**src/rtl/serial_mux_regbank.sv**
```systemverilog
module serial_mux_regbank #(
  parameter int NLINES = 8
) (
  input  logic                  clk,
  input  logic                  rst_n,
  input  logic [1:0]            addr,
  input  logic                  wr_en,
  input  logic [1:0]            be,
  input  logic [15:0]           wdata,
  output logic [15:0]           rdata,
  input  logic                  tx_pend_i,
  input  logic [2:0]            tx_line_i,
  input  logic                  nxm_i,
  input  logic                  rx_pend_i,
  input  logic [NLINES*6-1:0]   rms_i,
  input  logic [NLINES*8-1:0]   tsc_i,
  output logic                  tx_ie_o,
  output logic                  rx_ie_o,
  output logic [NLINES*13-1:0]  lpr_o,
  output logic [NLINES*6-1:0]   lcr_o,
  output logic [NLINES*5-1:0]   tms_o,
  output logic [NLINES-1:0]     flush_o,
  output logic                  txd_valid_o,
  output logic [2:0]            txd_line_o,
  output logic [7:0]            txd_data_o
);
  localparam int LPW = 13;

  logic       tx_ie_q, rx_ie_q, clr_q;
  logic [4:0] iad_q;
  logic [2:0] sel_line;
  logic [1:0] sel_grp;
  logic       wr_csr, wr_lpr, wr_ind;

  logic [LPW-1:0] lpr_q [NLINES];
  logic [5:0]     lcr_q [NLINES];
  logic [4:0]     tms_q [NLINES];
  logic [5:0]     rms_a [NLINES];
  logic [7:0]     tsc_a [NLINES];

  assign sel_line = iad_q[2:0];
  assign sel_grp  = iad_q[4:3];
  assign wr_csr   = wr_en && !clr_q && addr == 2'd0;
  assign wr_lpr   = wr_en && !clr_q && addr == 2'd1;
  assign wr_ind   = wr_en && !clr_q && addr == 2'd2;
  assign tx_ie_o  = tx_ie_q;
  assign rx_ie_o  = rx_ie_q;

  always_ff @(posedge clk or negedge rst_n) begin
    if (!rst_n) begin
      tx_ie_q <= 1'b0;
      rx_ie_q <= 1'b0;
      clr_q   <= 1'b0;
      iad_q   <= '0;
    end else if (clr_q) begin
      tx_ie_q <= 1'b0;
      rx_ie_q <= 1'b0;
      clr_q   <= 1'b0;
    end else if (wr_csr) begin
      if (be[0]) begin
        rx_ie_q <= wdata[6];
        clr_q   <= wdata[5];
        iad_q   <= wdata[4:0];
      end
      if (be[1]) tx_ie_q <= wdata[14];
    end
  end

  for (genvar g = 0; g < NLINES; g++) begin : g_line
    logic hit_ctl;
    logic flush_q;
    assign hit_ctl = wr_ind && sel_grp == 2'd1 && sel_line == 3'(g);

    always_ff @(posedge clk or negedge rst_n) begin
      if (!rst_n) begin
        lpr_q[g] <= '0;
        lcr_q[g] <= '0;
        tms_q[g] <= '0;
        flush_q  <= 1'b0;
      end else if (clr_q) begin
        lpr_q[g] <= '0;
        lcr_q[g] <= '0;
        tms_q[g] <= '0;
        flush_q  <= 1'b0;
      end else begin
        if (wr_lpr && wdata[2:0] == 3'(g)) begin
          if (be[0]) lpr_q[g][4:0]  <= wdata[7:3];
          if (be[1]) lpr_q[g][12:5] <= wdata[15:8];
        end
        if (hit_ctl && be[0]) lcr_q[g] <= {wdata[5], 1'b0, wdata[3:0]};
        if (hit_ctl && be[1]) tms_q[g] <= wdata[12:8];
        flush_q <= hit_ctl && be[0] && wdata[4];
      end
    end

    assign lpr_o[g*LPW +: LPW] = lpr_q[g];
    assign lcr_o[g*6 +: 6]     = lcr_q[g];
    assign tms_o[g*5 +: 5]     = tms_q[g];
    assign flush_o[g]          = flush_q;
    assign rms_a[g]            = rms_i[g*6 +: 6];
    assign tsc_a[g]            = tsc_i[g*8 +: 8];
  end

  always_ff @(posedge clk or negedge rst_n) begin
    if (!rst_n) begin
      txd_valid_o <= 1'b0;
      txd_line_o  <= '0;
      txd_data_o  <= '0;
    end else begin
      txd_valid_o <= wr_ind && sel_grp == 2'd0 && be[0];
      if (wr_ind && sel_grp == 2'd0 && be[0]) begin
        txd_line_o <= sel_line;
        txd_data_o <= wdata[7:0];
      end
    end
  end

  logic [15:0] ind_rd;
  always_comb begin
    case (sel_grp)
      2'd0:    ind_rd = {rms_a[sel_line], 2'b00, tsc_a[sel_line]};
      2'd1:    ind_rd = {3'b000, tms_q[sel_line], 2'b00, lcr_q[sel_line]};
      default: ind_rd = '0;
    endcase
  end

  always_comb begin
    case (addr)
      2'd0:    rdata = {tx_pend_i, tx_ie_q, nxm_i, 2'b00, tx_line_i,
                        rx_pend_i, rx_ie_q, clr_q, iad_q};
      2'd1:    rdata = {lpr_q[sel_line], sel_line};
      2'd2:    rdata = ind_rd;
      default: rdata = '0;
    endcase
  end
endmodule


```
**config.mk**
```make
export PLATFORM = sky130hd
export DESIGN_NAME = serial_mux_regbank
export DESIGN_NICKNAME = d
export VERILOG_FILES = /design/src/rtl/serial_mux_regbank.sv
export SDC_FILE = /design/constraint.sdc
export NUM_CORES = 1
export LEC_CHECK = 0
export ABC_AREA = 1
export BUFFER_PORTS_ARGS = -buffer_cell sky130_fd_sc_hd__buf_2
export CORE_ASPECT_RATIO = 1.4
export CORE_MARGIN = 2
export CORE_UTILIZATION = 32
export DETAILED_ROUTE_END_ITERATION = 16
export PLACE_DENSITY = 0.52
export SLEW_MARGIN = 40
export SYNTH_ARGS = -nofsm -noshare
export SYNTH_HDL_FRONTEND = slang
export SYNTH_SLANG_ARGS = --single-unit
export TNS_END_PERCENT = 5
```
**constraint.sdc**
```tcl
create_clock -name clk -period 3.9 [get_ports clk]
set_clock_uncertainty 0.2 [all_clocks]
set_input_delay 0.39 -clock clk [delete_from_list [all_inputs] [get_ports clk]]
set_output_delay 0.39 -clock clk [all_outputs]
set_load 0.01 [all_outputs]
```
### Yosys cells after proc, flatten, opt, wreduce, memory -nomap -nowiden

Cells that the tools add are included.

| word-level totals | value |
|---|---|
| bits in registers | 220 |
| input port bits | 141 |
| output and inout port bits | 230 |

| operators by class | value |
|---|---|
| magnitude comparators | 1 |
| equal/unequal tests | 17 |
| multiplexer cells | 84 |
| bitwise operators | 2 |
| reduce and logical (&&, ||, !) cells | 98 |

Operator list:

| kind | number |
|---|---|
| $mux W13 | 18 |
| $mux W6 | 20 |
| $mux W5 | 19 |
| $reduce_bool A2 Y1 | 27 |
| $pmux W16 S3 | 1 |
| $logic_and A1 B1 Y1 | 47 |
| $bmux W13 S3 | 1 |
| $bmux W6 S3 | 2 |
| $reduce_and A2 Y1 | 18 |
| $pmux W16 S2 | 1 |
| $bmux W8 S3 | 1 |
| $eq A3 B3 Y1 const B | 8 |
| $mux W8 | 3 |
| $mux W1 | 17 |
| $bmux W5 S3 | 1 |
| $eq A3 B2 Y1 const B | 4 |
| $eq A3 B1 Y1 const B | 2 |
| $logic_not A3 Y1 | 2 |
| $eq A2 B1 Y1 const B | 2 |
| $ge A4 B4 Y1 const B | 1 |
| $logic_not A2 Y1 | 2 |
| $not A3 Y4 | 1 |
| $reduce_and A3 Y1 | 1 |
| $eq A2 B2 Y1 const B | 1 |
| other kinds (2) | 2 |

### Logic depth before layout (Yosys ltp)

Gate-level depths: netlist of the first run.

| logic depth | value |
|---|---|
| depth after elaboration | 8 |
| depth in mapped cells | 11 |
| gate-level depth less buffers | 9 |

### Worst setup path after synthesis of the first run

OpenSTA, ideal clock, no wires.

| path | value |
|---|---|
| kind | reg2out |
| from | reg iad_q[1] |
| to | out rdata[13] |
| data arrival time | 1.450 ns |
| required time | 3.310 ns |
| setup slack | 1.860 ns |
| stages on the path, launching flop included | 11 |
| cell sequence | dfrtp_1 > buf_4 > inv_2 > nand2_2 > inv_1 > buf_4 > buf_2 > nand2_1 > nand4_1 > nand3_1 > nand3_1 |

| on the way | value |
|---|---|
| word-level cells in the longest chain between the ends | 6 |

Ends and longest elaborated chain:

| what | RTL line | source |
|---|---|---|
| start: declaration | 30 | `logic [4:0] iad_q;` |
| start signal: assignment | 63 | `iad_q <= wdata[4:0];` |
| $not A3 Y4 (not written as such) * | 121, 131 |  |
| $bmux W6 S3 | 121 | `2'd0: ind_rd = {rms_a[sel_line], 2'b00, tsc_a[sel_line]};` |
| $mux W6 (not written as such) (2 in series) | 121 |  |
| $pmux W16 S2 | 120 | `case (sel_grp)` |
| $pmux W16 S3 * | 128 | `case (addr)` |
| end: declaration | 10 | `output logic [15:0] rdata,` |

Mark *: on every way between the ends. The rest lies on a longest branch, timed or not. The select of a mux whose other input is x is not followed.

### Worst setup path in the final report of the first run

| path | value |
|---|---|
| from | reg iad_q[0] |
| to | out rdata[11] |

| on the way | value |
|---|---|
| word-level cells in the longest chain between the ends | 6 |

Ends and longest elaborated chain:

| what | RTL line |
|---|---|
| $not A3 Y4 (not written as such) * | 121, 122, 131 |
| $bmux W5 S3 or $bmux W6 S3 (tied branches) | 122, 121 |
| $mux W5 (not written as such) or $mux W6 (tied branches) (2 in series) | 122, 121 |
| $pmux W16 S2 | 120 |
| $pmux W16 S3 * | 128 |

Marks and branches as above.

==> results of run 1 <==
## what timing repair did
item	CTS	global route
hold endpoints to repair	192	0
setup endpoints to repair	0	0
resized for setup	0	0
hold buffers	6	0
## cell usage after synthesis
master | count | area share [%]
o21ai_0 | 113 | 5.2
or2_2 | 1 | 0.058
nor2_1 | 113 | 3.9
o21ai_1 | 68 | 3.1
buf_6 | 1 | 0.10
a22oi_1 | 19 | 1.3
nor2_4 | 4 | 0.42
nand2_4 | 1 | 0.10
a31oi_1 | 2 | 0.12
nand2_2 | 15 | 0.87
inv_2 | 8 | 0.28
buf_4 | 26 | 1.8
nand4_1 | 41 | 2.4
nand3b_1 | 3 | 0.21
o31ai_2 | 6 | 0.69
nand2_1 | 471 | 16
o31ai_4 | 2 | 0.39
nand3_1 | 103 | 4.8
o211ai_1 | 2 | 0.14
a21oi_1 | 58 | 2.7
conb_1 | 1 | 0.035
nor3_1 | 1 | 0.046
buf_1 | 5 | 0.17
inv_4 | 1 | 0.058
nor2_2 | 1 | 0.058
buf_2 | 30 | 1.4
nand3_2 | 6 | 0.55
dfrtp_1 | 212 | 49
clkbuf_1 | 29 | 1.0
inv_1 | 85 | 2.9
## per-stage QoR
step / area (sq um) / power, mW / utilization [%]
2_1_floorplan: 10900 / 4.32 / -
3_3_place_gp: 13000 / 5.52 / 38.9
3_5_place_dp: 13000 / 5.55 / 39.0
4_1_cts: 13800 / 7.78 / 41.4
5_1_grt: 13800 / 8.16 / 41.4
6_report: 13800 / 7.71 / 41.4
## report_power, final
| group | internal [mW] | total [mW] | leakage (nW) | switching [mW] |
|---|---|---|---|---|
| Clock | 1.28 | 2.19 | 0.377 | 0.912 |
| Combinational | 0.868 | 2.41 | 4.14 | 1.54 |
| Sequential | 2.66 | 3.11 | 2.69 | 0.442 |
## per-layer routing
layer / part of all wire, % / global-route usage (%) / up-vias
met5: 0 / 0 / -
met4: 3.2 / 9.38 / 0
met3: 6.3 / 3.76 / 68
met2: 51 / 44.6 / 474
met1: 40 / 30.2 / 5274
li1: - / - / 5301
## logic make-up after synthesis
family,share of synthesized area (%)
compound gates,13.7
other cells,0.0346
flops,48.9
simple gates,29.6
buf+inv,7.74
## flip-flops by register name (all words and copies together) (netlist names)
name / count
lpr_o: 104
rx_ie_o: 1
iad_q: 5
lcr_o: 40
txd_data_o: 8
tms_o: 40
txd_line_o: 3
clr_q: 1
tx_ie_o: 1
g_line.flush_q: 8
txd_valid_o: 1
## how the worst max path moves through the flow
| stage | slack (ns) | to | cells past startpoint |
|---|---|---|---|
| CTS | 0.34 | rdata[12] | 10 |
| global placement | 0.97 | rdata[11] | 10 |
| global route | 0.09 | rdata[11] | 10 |
| finish | 0.33 | rdata[11] | 10 |
| detailed placement | 0.92 | rdata[12] | 10 |
| floorplan | 1.86 | rdata[13] | 10 |
## area by class of cell
type / count / share of cell area [%]
clock buffer: 34 / 4.98
clock inverter: 7 / 0.462
inverter: 94 / 2.57
multi-input combinational: 1038 / 34.4
sequential: 212 / 38.4
tap: 445 / 4.03
timing repair buffer: 388 / 15.1
## worst reg2reg max path, stage by stage (launching register included)
cell and delay, ns:
dfrtp_1 0.73, nand2_2 0.49, inv_1 0.19, buf_4 0.27, nand3_1 0.24, nand2_2 0.22, inv_2 0.05, nand2_1 0.05
o21ai_1 0.06
==> flow_metrics.tcl, run 1 <==
set metrics [dict create \
    status "finished clean" \
    vias 11100 \
    critPathTopFamily "simple AND/OR/NAND/NOR gates" \
    worst_setup_path_end_kind "output port" \
    place_hpwl_um 33100 \
    grt_max_degree 71 \
    drv_slew 0 \
    cp_max_fo 36 \
    ioPinCount 371 \
    yosysSeqAreaShare_pct 48.9 \
    synth_seq_cells 212 \
    cts_tree "done" \
    dp_worst_setup_slack_ns 0.921 \
    synth_cells 1428 \
    drive_gt1_share_pct 26.5 \
    setup-violations-final 0 \
    drcViolationCount 0 \
    final_cells 2218 \
    nets 1898 \
    final_cell_mix "nand2_1 (470), buf_2 (361), dfrtp_1 (211)" \
    synth_cell_types 30 \
    max_freq_mhz 280 \
    worst_path_most_repeated_cell "nand2_1" \
    area_growth_pct 27.3 \
    grt_pass1_wl_um 67900 \
    rows 79 \
    setup-tns-final_ns 0 \
    cp.arrival_ns 2.98 \
    place_congestion 0.849 \
    cts_setup_buffers 0 \
    ant_nets 0 \
    required_ns 3.31 \
    multi_input_area_sq_um 4750 \
    rr_worst_depth 8 \
    hold_viol_final 0 \
    min_period_ns 3.57 \
    worst_slack_ns 0.332 \
    yosysWarnings 0 \
    rsz0062_at_grt "false" \
    hold_start "be[0]" \
    cts.path.max_buffers 3 \
    path_cells "inv_2 > nand2_1 > nor2_1 > nor2_1 > nand3_1 > nand3_1 > nand2_1 > nand2_1 > nand2_1 > buf_2" \
    design.core.area_sq_um 33300 \
    n_antenna_cell 0 \
    clkLatencyLatePin_ns 0.52 \
    placed_cells 2171 \
    ctsHtreeMaxLevel 1 \
    r2r-start "iad_q[0]$_DFFE_PN0P_" \
    antenna_found_initial 0 \
    final_common_cell "nand2_1" \
    period_share_pct 91.5 \
    die-width_um 160 \
    critPathLaunch "iad_q[0]$_DFFE_PN0P_" \
    initial_core_util_pct 32.6 \
    grt_pass1_vias 11200 \
    power.leakage_nw 7.21 \
    avgSynthCellArea_sq_um 7.60 \
    max_stage_delay_ns 0.60 \
    fin_hold_ws_ns 0.0693 \
    tightest_slew_ns 0.767 \
    routedWlPerCell_um 20.3 \
    cp-start-kind "register" \
    cts_root_buffer "clkbuf_16" \
    max_cap_violations 0 \
    rrSetupSlack_ns 1.26 \
    slowest_stage "dfrtp_1" \
    overflow 0 \
    holdCritPathClass "primary input to register" \
    whs_endpoint "g_line[4].flush_q$_DFF_PN0_" \
    dieArea_sq_um 35400 \
    grt.total_usage_pct 25.0 \
    io_buffers 362 \
    slew_headroom_pct 48.8 \
    irDropWorstVdd_v 0.000296 \
    wl_um 45000 \
    min_path_cells 3 \
    reg2reg_to "lcr_o[21]$_DFFE_PN0P_" \
    cts_buffers 23 \
    numClockSinks 212 \
    critPathKind "register to output port" \
    fillCellCount 3569 \
    syn_area_sq_um 10800 \
    powerDensity_nw_per_um2 558 \
    die_height_um 222 \
    drt_iter0_drc 815 \
    drt-vias-per-instance 5.01 \
    regArea_sq_um 5310 \
    firstDrtPassIters 5 \
    cts.clk_slew.worst_paths_ns 0.06 \
    crit_buf_inv 2 \
]
Note: power is estimated with default switching activity, not from simulation.
==> run 2, diff against run 1 <==
--- a/config.mk
+++ b/config.mk
@@ -5,7 +5,7 @@
 export SDC_FILE = /design/constraint.sdc
 export NUM_CORES = 1
 export LEC_CHECK = 0
-export ABC_AREA = 1
+export ABC_AREA = 0
 export BUFFER_PORTS_ARGS = -buffer_cell sky130_fd_sc_hd__buf_2
 export CORE_ASPECT_RATIO = 1.4
 export CORE_MARGIN = 2
==> constraint.sdc (replaced) <==
create_clock -name clk -period 3.5 [get_ports clk]
set_clock_uncertainty 0.2 [all_clocks]
set_input_delay 0.35 -clock clk [delete_from_list [all_inputs] [get_ports clk]]
set_output_delay 0.35 -clock clk [all_outputs]
set_load 0.01 [all_outputs]
==> run 2 against run 1 <==
  * Register-to-register slack worse by 0.45 ns
  * Cell count down 17%
  * Critical path depth down 4
  * Sequential share of layout area down 0.64 points
  * Global-route usage down 1.9 points
  * Power up 15%
  * Utilization up 0.14 points
  * Largest cell class unchanged
  * Sequential power up 13%
  * First-iteration DRC count down 28%
==> flow_metrics.tcl, run 2 <==
set metrics [dict create \
    status "finished clean" \
    dieArea_sq_um 35700 \
    area_growth_pct 28.8 \
    cts_tree "done" \
    max_cap_violations 0 \
    pwr-share-seq_pct 39.8 \
    max_stage_delay_ns 0.63 \
    synth-async-reset-ratio_pct 100 \
    rsz0062_at_grt "false" \
    r2r-start "iad_q[3]$_DFFE_PN0P_" \
    routedWlPerCell_um 23.0 \
    path_cells "buf_12 > nor3_1 > a221oi_1 > a21oi_1 > a221o_1 > buf_2" \
    holdCritPathClass "primary input to register" \
    die_height_um 223 \
    firstDrtPassIters 6 \
    yosys-top-cells-count "nand2_1 (224), dfrtp_1 (212), o21ai_1 (148), mux4_2 (56), a21oi_1 (50)" \
    clock_power_share_pct 29.4 \
    ys.flop_type "dfrtp_1" \
    synth_seq_cells 212 \
    largest_reg_flops 104 \
    rr_worst_depth 7 \
    drcViolationCount 0 \
    dp_worst_setup_slack_ns 0.422 \
    clkLatencyLatePin_ns 0.52 \
    synth_cells 1035 \
    min_period_ns 3.35 \
    cp-start-kind "register" \
    period_share_pct 95.8 \
    vias 9722 \
    overflow 0 \
    p_sw_share_pct 34.7 \
    final_cell_mix "buf_2 (361), nand2_1 (224), dfrtp_1 (208)" \
    n_antenna_cell 0 \
    nets 1514 \
    cts_root_buffer "clkbuf_16" \
    rrSetupSlack_ns 0.81 \
    yosysSeqAreaShare_pct 48.6 \
    critPathCapture "rdata[10]" \
    max_freq_mhz 298 \
    antenna_found_initial 1 \
    drt-vias-per-instance 5.29 \
    drt_iter0_drc 590 \
    cts.clk_slew.worst_paths_ns 0.06 \
    ant_nets 0 \
    wl_um 42300 \
    die-width_um 160 \
    reg2reg_to "tms_o[28]$_DFFE_PN0P_" \
    cp_max_fo 51 \
    critPathKind "register to output port" \
    drv_slew 0 \
    irDropWorstVdd_v 0.000318 \
    setup-tns-final_ns 0 \
    yosysWarnings 0 \
    place_hpwl_um 31100 \
    grt_pass1_wl_um 62200 \
    synth.most_common_cell "nand2_1" \
    critPathLaunch "iad_q[1]$_DFFE_PN0P_" \
    cts.path.max_buffers 3 \
    power.leakage_nw 6.76 \
    combPwrFrac_pct 30.8 \
    numClockSinks 212 \
    synth_edf_count 0 \
    worst_setup_path_end_kind "output port" \
    powerDensity_nw_per_um2 628 \
    worst_slack_ns 0.147 \
    final_common_cell "buf_2" \
    ctsHtreeMaxLevel 1 \
    cp.arrival_ns 2.80 \
    netlist_top_cells_area "dfrtp_1 (49%), mux4_2 (12%), nand2_1 (7.7%), o21ai_1 (6.8%), mux2i_1 (2.9%)" \
    hold_viol_final 0 \
    grt_pass1_vias 9485 \
    p_sw_mw 3.07 \
    slowest_stage "dfrtp_4" \
    avgSynthCellArea_sq_um 10.6 \
    tightest_slew_ns 0.812 \
    initial_core_util_pct 32.3 \
    drive_gt1_share_pct 38.6 \
    cts_buffers 23 \
    io_buffers 362 \
    yosys.area.top_type "dfrtp_1" \
    slew_headroom_pct 45.8 \
    grt.total_usage_pct 23.1 \
    design.core.area_sq_um 33800 \
    internal_power_mw 5.77 \
    syn_area_sq_um 10900 \
    grt_max_degree 78 \
    required_ns 2.95 \
    synth_cell_types 58 \
    ioPinCount 371 \
    setup-violations-final 0 \
    place_congestion 0.925 \
    rows 80 \
    synthDominantCellAreaShare_pct 48.6 \
]
run 2: per-layer routing:
metal,up-vias,global-route usage (%),wire (um)
li1,4421,-,-
met1,4823,30.6,17300
met2,391,38.9,21000
met3,85,3.17,2550
met4,2,7.99,1470
met5,-,0,7
run 2: worst max-delay path: cells and delay by family, from the launching register on:
| family | cells | cell delay (ns) |
|---|---|---|
| flip-flops | 1 | 0.63 |
| AND/OR/NAND/NOR | 1 | 0.57 |
| AO/OA/AOI/OAI | 3 | 0.64 |
| buffers and inverters | 2 | 0.43 |
run 2: worst min path at each step:
stage | slack, ns | end | from | cells after the start
after floorplan | -0.15 | clr_q$_DFF_PN0_ | rst_n | 0
after global placement | 0.23 | txd_data_o[7]$_DFFE_PN0P_ | rst_n | 1
after detailed placement | 0.24 | txd_data_o[7]$_DFFE_PN0P_ | rst_n | 1
after CTS | 0.02 | lcr_o[21]$_DFFE_PN0P_ | wdata[3] | 3
after global routing | 0.03 | lcr_o[15]$_DFFE_PN0P_ | wdata[3] | 3
final | 0.04 | lcr_o[21]$_DFFE_PN0P_ | wdata[3] | 3
run 2: area by class of cell:
class,count,area [sq um]
Sequential cell,212,5320
Inverter,5,18.8
Tap cell,451,564
Clock inverter,8,121
Fill cell,3414,19800
Clock buffer,32,679
Timing Repair Buffer,397,2180
Multi-Input combinational cell,734,5190
run 2: timing repair:
item,4_1_cts,5_1_grt
buffers inserted,1,1
setup endpoints to repair,11,8
gates resized for setup,1,2
hold buffers,7,0
endpoints found under the hold margin,81,0
pin swaps,0,0
run 2: stage by stage:
step / util [%] / std cells / power [mW] / hold WS (ns) / cell area, sq um
3_5_place_dp: 38.8 / 1790 / 6.26 / 0.237 / 13100
5_1_grt: 41.6 / 1839 / 9.28 / 0.0324 / 14100
6_report: 41.6 / 1839 / 8.84 / 0.0364 / 14100
2_1_floorplan: - / 1042 / 4.96 / -0.146 / 11000
3_3_place_gp: 38.7 / 1790 / 6.22 / 0.234 / 13100
4_1_cts: 41.5 / 1838 / 8.90 / 0.0190 / 14000
run 2: power by group through the flow:
| stage | Combinational (mW) | Sequential (mW) | Clock, mW |
|---|---|---|---|
| final | 2.72 | 3.52 | 2.60 |
| after global routing | 2.96 | 3.58 | 2.75 |
| after CTS | 2.72 | 3.53 | 2.65 |
| after detailed placement | 2.67 | 3.59 | 0 |
| after global placement | 2.62 | 3.60 | 0 |
| after floorplan | 1.44 | 3.52 | 0 |
run 2: kinds of logic (layout without fill, tap and decap cells):
| group | count (synthesis) | after routing | share of synthesized area (%) |
|---|---|---|---|
| mux | 116 | 116 | 17.4 |
| buf+inv | 96 | 442 | 4.67 |
| simple gates | 333 | 333 | 14.1 |
| other cells | 1 | 8 | 0.0343 |
| flops | 212 | 212 | 48.6 |
| compound gates | 277 | 277 | 15.3 |
